--- src/rtl/wdog_steer_pkg.sv ---
package wdog_steer_pkg;
    typedef enum logic [1:0] {
        ST_IDLE = 2'd0,
        ST_RUN  = 2'd1,
        ST_FIRE = 2'd2
    } wd_state_e;
endpackage

--- src/rtl/wdog_cfg_reg.sv ---
module wdog_cfg_reg #(
    parameter int MULT_W = 5,
    parameter int RES_W  = 2,
    parameter int DATA_W = MULT_W + RES_W + 1,
    parameter int CNT_W  = MULT_W + 2 * ((1 << RES_W) - 1)
) (
    input  logic              clk,
    input  logic              rst_n,
    input  logic              wr_en,
    input  logic [DATA_W-1:0] wr_data,
    input  logic              fire_clr,
    input  logic              cent_we,
    input  logic              cent_d,
    output logic [DATA_W-1:0] cfg_q,
    output logic              cent_q,
    output logic              steer,
    output logic [CNT_W-1:0]  load_val,
    output logic              load_zero
);
    localparam int STEER_BIT = DATA_W - 1;
    localparam int MULT_LO   = RES_W;
    localparam int MULT_HI   = RES_W + MULT_W - 1;

    logic [DATA_W-1:0] src;
    logic [MULT_W-1:0] mult;
    logic [RES_W-1:0]  res;
    logic [RES_W:0]    shamt;

    // The byte that a restart this cycle will use: a write takes priority.
    assign src   = wr_en ? wr_data : cfg_q;
    assign mult  = src[MULT_HI:MULT_LO];
    assign res   = src[RES_W-1:0];
    assign shamt = {res, 1'b0};

    assign load_val  = {{(CNT_W-MULT_W){1'b0}}, mult} << shamt;
    assign load_zero = (mult == '0);
    assign steer     = cfg_q[STEER_BIT];

    always_ff @(posedge clk or negedge rst_n) begin
        if (!rst_n) begin
            cfg_q <= '0;
        end else if (wr_en) begin
            cfg_q <= wr_data;
        end else if (fire_clr) begin
            cfg_q <= '0;
        end
    end

    always_ff @(posedge clk or negedge rst_n) begin
        if (!rst_n) begin
            cent_q <= 1'b0;
        end else if (fire_clr) begin
            cent_q <= 1'b0;
        end else if (cent_we) begin
            cent_q <= cent_d;
        end
    end

    assert_fire_wipes_cfg_R6: assert property (@(posedge clk) disable iff (!rst_n)
        (fire_clr && !wr_en) |=> (cfg_q == '0 && !cent_q));
endmodule

--- src/rtl/wdog_down_cnt.sv ---
module wdog_down_cnt #(
    parameter int CNT_W = 11
) (
    input  logic             clk,
    input  logic             rst_n,
    input  logic             load,
    input  logic [CNT_W-1:0] load_val,
    input  logic             dec,
    output logic             at_one
);
    localparam logic [CNT_W-1:0] ONE = CNT_W'(1);

    logic [CNT_W-1:0] cnt;

    always_ff @(posedge clk or negedge rst_n) begin
        if (!rst_n) begin
            cnt <= '0;
        end else if (load) begin
            cnt <= load_val;
        end else if (dec && cnt != '0) begin
            cnt <= cnt - ONE;
        end
    end

    assign at_one = (cnt == ONE);

    assert_hold_without_tick_R9: assert property (@(posedge clk) disable iff (!rst_n)
        (!load && !dec) |=> $stable(cnt));
endmodule

--- src/rtl/wdog_fsm.sv ---
module wdog_fsm
    import wdog_steer_pkg::*;
(
    input  logic clk,
    input  logic rst_n,
    input  logic restart,
    input  logic load_zero,
    input  logic tick,
    input  logic at_one,
    input  logic steer,
    output logic dec,
    output logic flag_o,
    output logic irq_o,
    output logic rst_req_o,
    output logic fire_clr
);
    wd_state_e state, state_nx;

    always_comb begin
        state_nx = state;
        if (restart) begin
            state_nx = load_zero ? ST_IDLE : ST_RUN;
        end else begin
            unique case (state)
                ST_IDLE: state_nx = ST_IDLE;
                ST_RUN:  if (tick && at_one) state_nx = ST_FIRE;
                ST_FIRE: state_nx = ST_IDLE;
                default: state_nx = ST_IDLE;
            endcase
        end
    end

    always_ff @(posedge clk or negedge rst_n) begin
        if (!rst_n) begin
            state <= ST_IDLE;
        end else begin
            state <= state_nx;
        end
    end

    always_ff @(posedge clk or negedge rst_n) begin
        if (!rst_n) begin
            flag_o <= 1'b0;
        end else if (restart) begin
            flag_o <= 1'b0;
        end else if (state == ST_RUN && state_nx == ST_FIRE) begin
            flag_o <= 1'b1;
        end
    end

    always_comb begin
        dec       = 1'b0;
        irq_o     = 1'b0;
        rst_req_o = 1'b0;
        fire_clr  = 1'b0;
        unique case (state)
            ST_IDLE: ;
            ST_RUN:  dec = tick && !restart;
            ST_FIRE: begin
                irq_o     = !steer;
                rst_req_o = steer;
                fire_clr  = steer;
            end
            default: ;
        endcase
    end

    assert_flag_on_expiry_R5: assert property (@(posedge clk) disable iff (!rst_n)
        (irq_o || rst_req_o) |-> flag_o);
    assert_restart_clears_flag_R5: assert property (@(posedge clk) disable iff (!rst_n)
        restart |=> !flag_o);
    assert_single_pulse_R10: assert property (@(posedge clk) disable iff (!rst_n)
        (irq_o || rst_req_o) |=> !(irq_o || rst_req_o));
    assert_pulses_exclusive_R10: assert property (@(posedge clk) disable iff (!rst_n)
        !(irq_o && rst_req_o));
    assert_disabled_idles_R2: assert property (@(posedge clk) disable iff (!rst_n)
        (restart && load_zero) |=> (state == ST_IDLE));
    assert_idle_after_irq_R7: assert property (@(posedge clk) disable iff (!rst_n)
        (irq_o && !restart) |=> (state == ST_IDLE));
endmodule

--- src/rtl/wdog_steer.sv ---
module wdog_steer #(
    parameter int MULT_W = 5,
    parameter int RES_W  = 2,
    parameter int DATA_W = MULT_W + RES_W + 1
) (
    input  logic              clk,
    input  logic              rst_n,
    input  logic              tick,
    input  logic              wr_en,
    input  logic [DATA_W-1:0] wr_data,
    input  logic              rd_en,
    output logic [DATA_W-1:0] rd_data,
    input  logic              cent_we,
    input  logic              cent_d,
    output logic              cent_q,
    output logic              flag_o,
    output logic              irq_o,
    output logic              rst_req_o
);
    localparam int CNT_W = MULT_W + 2 * ((1 << RES_W) - 1);

    logic             restart;
    logic             fire_clr;
    logic             steer;
    logic [CNT_W-1:0] load_val;
    logic             load_zero;
    logic             dec;
    logic             at_one;

    assign restart = wr_en || rd_en;

    wdog_cfg_reg #(
        .MULT_W (MULT_W),
        .RES_W  (RES_W),
        .DATA_W (DATA_W),
        .CNT_W  (CNT_W)
    ) u_cfg (
        .clk       (clk),
        .rst_n     (rst_n),
        .wr_en     (wr_en),
        .wr_data   (wr_data),
        .fire_clr  (fire_clr),
        .cent_we   (cent_we),
        .cent_d    (cent_d),
        .cfg_q     (rd_data),
        .cent_q    (cent_q),
        .steer     (steer),
        .load_val  (load_val),
        .load_zero (load_zero)
    );

    wdog_down_cnt #(
        .CNT_W (CNT_W)
    ) u_cnt (
        .clk      (clk),
        .rst_n    (rst_n),
        .load     (restart),
        .load_val (load_val),
        .dec      (dec),
        .at_one   (at_one)
    );

    wdog_fsm u_fsm (
        .clk       (clk),
        .rst_n     (rst_n),
        .restart   (restart),
        .load_zero (load_zero),
        .tick      (tick),
        .at_one    (at_one),
        .steer     (steer),
        .dec       (dec),
        .flag_o    (flag_o),
        .irq_o     (irq_o),
        .rst_req_o (rst_req_o),
        .fire_clr  (fire_clr)
    );
endmodule

--- config.mk ---
export PLATFORM = sky130hd
export DESIGN_NAME = wdog_steer
export DESIGN_NICKNAME = d
export VERILOG_FILES = /design/src/rtl/wdog_steer_pkg.sv /design/src/rtl/wdog_cfg_reg.sv /design/src/rtl/wdog_down_cnt.sv /design/src/rtl/wdog_fsm.sv /design/src/rtl/wdog_steer.sv
export SDC_FILE = /design/constraint.sdc
export NUM_CORES = 1
export LEC_CHECK = 0
export ABC_AREA = 1
export BUFFER_PORTS_ARGS = -buffer_cell sky130_fd_sc_hd__buf_2
export CORE_AREA = 2 2 47 70
export CTS_CLUSTER_SIZE = 10
export DETAILED_ROUTE_END_ITERATION = 10
export DIE_AREA = 0 0 49 72
export HOLD_SLACK_MARGIN = 0.06
export PLACE_DENSITY_LB_ADDON = 0.3
export SYNTH_ARGS = -nofsm -noshare
export SYNTH_HDL_FRONTEND = slang
export SYNTH_SLANG_ARGS = --single-unit
--- constraint.sdc ---
create_clock -name clk -period 1.65 [get_ports clk]
set_clock_uncertainty 0.1 [all_clocks]
set_input_delay 0.0825 -clock clk [delete_from_list [all_inputs] [get_ports clk]]
set_output_delay 0.0825 -clock clk [all_outputs]
set_load 0.02 [all_outputs]
==> reports/metrics.yaml <==
grt:
  track_usage_pct: 24.4
  grt_max_degree: 24
  antenna_found_initial: 0
  grt_pass1_wl_um: 6660
  grt_pass1_vias: 1593
  overflow: 0
yosys:
  synth.most_common_cell: "nand2_1"
  synth_nets: 249
  synth_area_per_cell_um2: 6.67
  syn_inst: 231
  ys.warnings.count: 0
  synth-seq-area-share_pct: 37.4
  synth-edff-count: 0
  mappedNetlistArea_um2: 1540
  yosysTopAreaCellShare_pct: 37.4
  synth-main-ff-cell: "dfrtp_1"
  synth.distinct_cells: 28
  synth_common_cells: "70 x nand2_1, 35 x inv_1, 31 x nand3_1, 24 x nor2_1, 23 x dfrtp_1"
  synth_seq_cells: 23
  synth_top_area_cell: "dfrtp_1"
  postSynth.asyncResetShare_pct: 100
  synthTopCellsByArea: "dfrtp_1 37%, nand2_1 17%, nand3_1 10%, inv_1 8.5%, nor2_1 5.8%"
clocking:
  cts.sinks: 23
  cts.clk_slew.worst_paths_ns: 0.08
  clock_path_buffers: 2
  cts_made_buffers: 3
  htreeDepth: 1
  cts_root_buf: "clkbuf_8"
  cts_tree: "yes"
  clock_latency_ns: 0.27
setup_path:
  critical_path_class: "reg -> out"
  cp-end-kind: "output port"
  crit_arrival_ns: 1.34
  rr_worst_depth: 5
  cp_max_fo: 9
  worstSetupStartpointType: "flip-flop"
  crit_required_ns: 1.47
route:
  wirelength_um: 3850
  antenna_left: 0
  drt-initial-drc-count: 66
  drc: 0
  vias: 1618
  viasPerCell: 5.15
  firstDrtPassIters: 4
  avgRoutedWirePerCell_um: 12.3
floorplan:
  die_y_um: 72
  core_um2: 2910
  io_pins: 27
  initial_core_util_pct: 52.9
  fp.dieW_um: 49
  dieArea_um2: 3530
  row_count: 24
placement:
  dpl.hpwl_um: 2870
  portBuffers: 26
  gp_congestion: 0.928
power_and_ir_drop:
  p_leak_nw: 1.08
  power.density_nw_per_um2: 840
  irDropWorstVdd_mv: 0.543
cells_and_area:
  final_nets: 294
  final_util_pct: 65.5
  area_delta_synth_final_pct: 24.0
  antenna-diode-count: 0
  drive_above_1_share_pct: 18.5
min_path:
  hold_depth: 3
  hp-class: "in -> reg"
sta:
  final_max_slew_viol_count: 0
  min_period_ns: 1.52
  worst-slew-pin-transition_ns: 0.535
  fmax_mhz: 659
  rsz0062_at_grt: "no"
  fin_crit_sh_pct: 92.0
  setup_viol: 0
  final-hold-violation-count: 0
  relSlewSlack_pct: 64.3
  fin_tns_setup_ns: 0
job:
  cap_viol_max_count: 0
status:
  status: "complete, no violations"
[where the power goes]
group / leakage [nW] / internal [mW] / switching (mW)
Sequential: 0.292 / 0.627 / 0.0411
Combinational: 0.761 / 0.208 / 0.366
Clock: 0.0255 / 0.169 / 0.192
[sequential cells by signal, indices dropped and copies added, names as in the netlist]
name and flops:
u_cnt.cnt 11, u_cfg.cent_q 1, u_fsm.state 2, u_fsm.flag_o 1, u_cfg.cfg_q 8
[path summary, 6_finish.rpt]
path                                         endpoint  slack, ns                      from
max                                         rst_req_o       0.13  u_fsm.state[0]$_DFF_PN0_
min                        u_cfg.cfg_q[0]$_DFFE_PN0P_       0.10                     wr_en
max reg2reg                  u_cnt.cnt[4]$_DFFE_PN0P_       0.14  u_fsm.state[1]$_DFF_PN0_
min reg2reg                  u_fsm.flag_o$_DFFE_PN0P_       0.43  u_fsm.flag_o$_DFFE_PN0P_
max in group asynchronous  u_cfg.cfg_q[5]$_DFFE_PN0P_       0.87                     rst_n
min in group asynchronous    u_cnt.cnt[3]$_DFFE_PN0P_       0.22                     rst_n
[worst max-delay path, cell delays in order, from the launching register on]
cell and delay (ns):
dfrtp_1 0.37, inv_1 0.06, nand2_1 0.07, nor2_1 0.19
buf_4 0.21, buf_2 0.17
[logic make-up (layout without fill, tap and decap cells)]
family	Yosys count	in the layout	share of synthesized area, %
AO/OA/AOI/OAI	26	26	9.99
adder cells (fa/ha/maj)	3	3	2.44
buffers and inverters	44	88	12.0
flip-flops	23	23	37.4
AND/OR/NAND/NOR	135	135	38.2
[cell type report]
type                       count  area [µm²]
tap                           39        48.8
multi-input combinational    164         782
clock buffer                   3        41.3
inverter                      37         139
timing repair buffer          47         318
fill                         261        1000
clock inverter                 1        5.00
sequential                    23         576
[per-stage QoR]
| step | power, mW | std cells | area, µm² | setup WS (ns) | hold WS [ns] |
|---|---|---|---|---|---|
| 3_5_place_dp | 1.22 | 298 | 1740 | 0.0782 | 0.00439 |
| 5_1_grt | 1.72 | 314 | 1910 | 0.00291 | 0.115 |
| 6_report | 1.60 | 314 | 1910 | 0.132 | 0.102 |
| 3_3_place_gp | 1.22 | 298 | 1740 | 0.0653 | 0.00202 |
| 4_1_cts | 1.61 | 314 | 1910 | 0.0722 | 0.0935 |
| 2_1_floorplan | 1.05 | 231 | 1540 | 0.208 | -0.313 |
[cell usage in the layout, fill, tap and decap left out, types with 3 or more instances in the layout]
| cell type | count |
|---|---|
| dlygate4sd3_1 | 12 |
| a21oi_1 | 7 |
| buf_4 | 9 |
| dfrtp_1 | 23 |
| nand3_1 | 31 |
| o21ai_0 | 9 |
| clkbuf_8 | 3 |
| nand2_1 | 69 |
| o21ai_2 | 4 |
| buf_2 | 26 |
| nor2_1 | 24 |
| inv_1 | 35 |
| ha_1 | 3 |
[what timing repair did]
action	in CTS	in global routing
resized for setup	0	1
hold endpoints to repair	34	0
setup endpoints to repair	0	11
setup buffers	0	0
hold buffers	12	0
[routing by layer]
layer	share of wire (%)	global-route usage [%]
met1	39	25.7
met2	53	47.6
met3	3.8	2.47
met4	3.8	11.7
met5	0	0
Power figures use the tool's default switching activity.
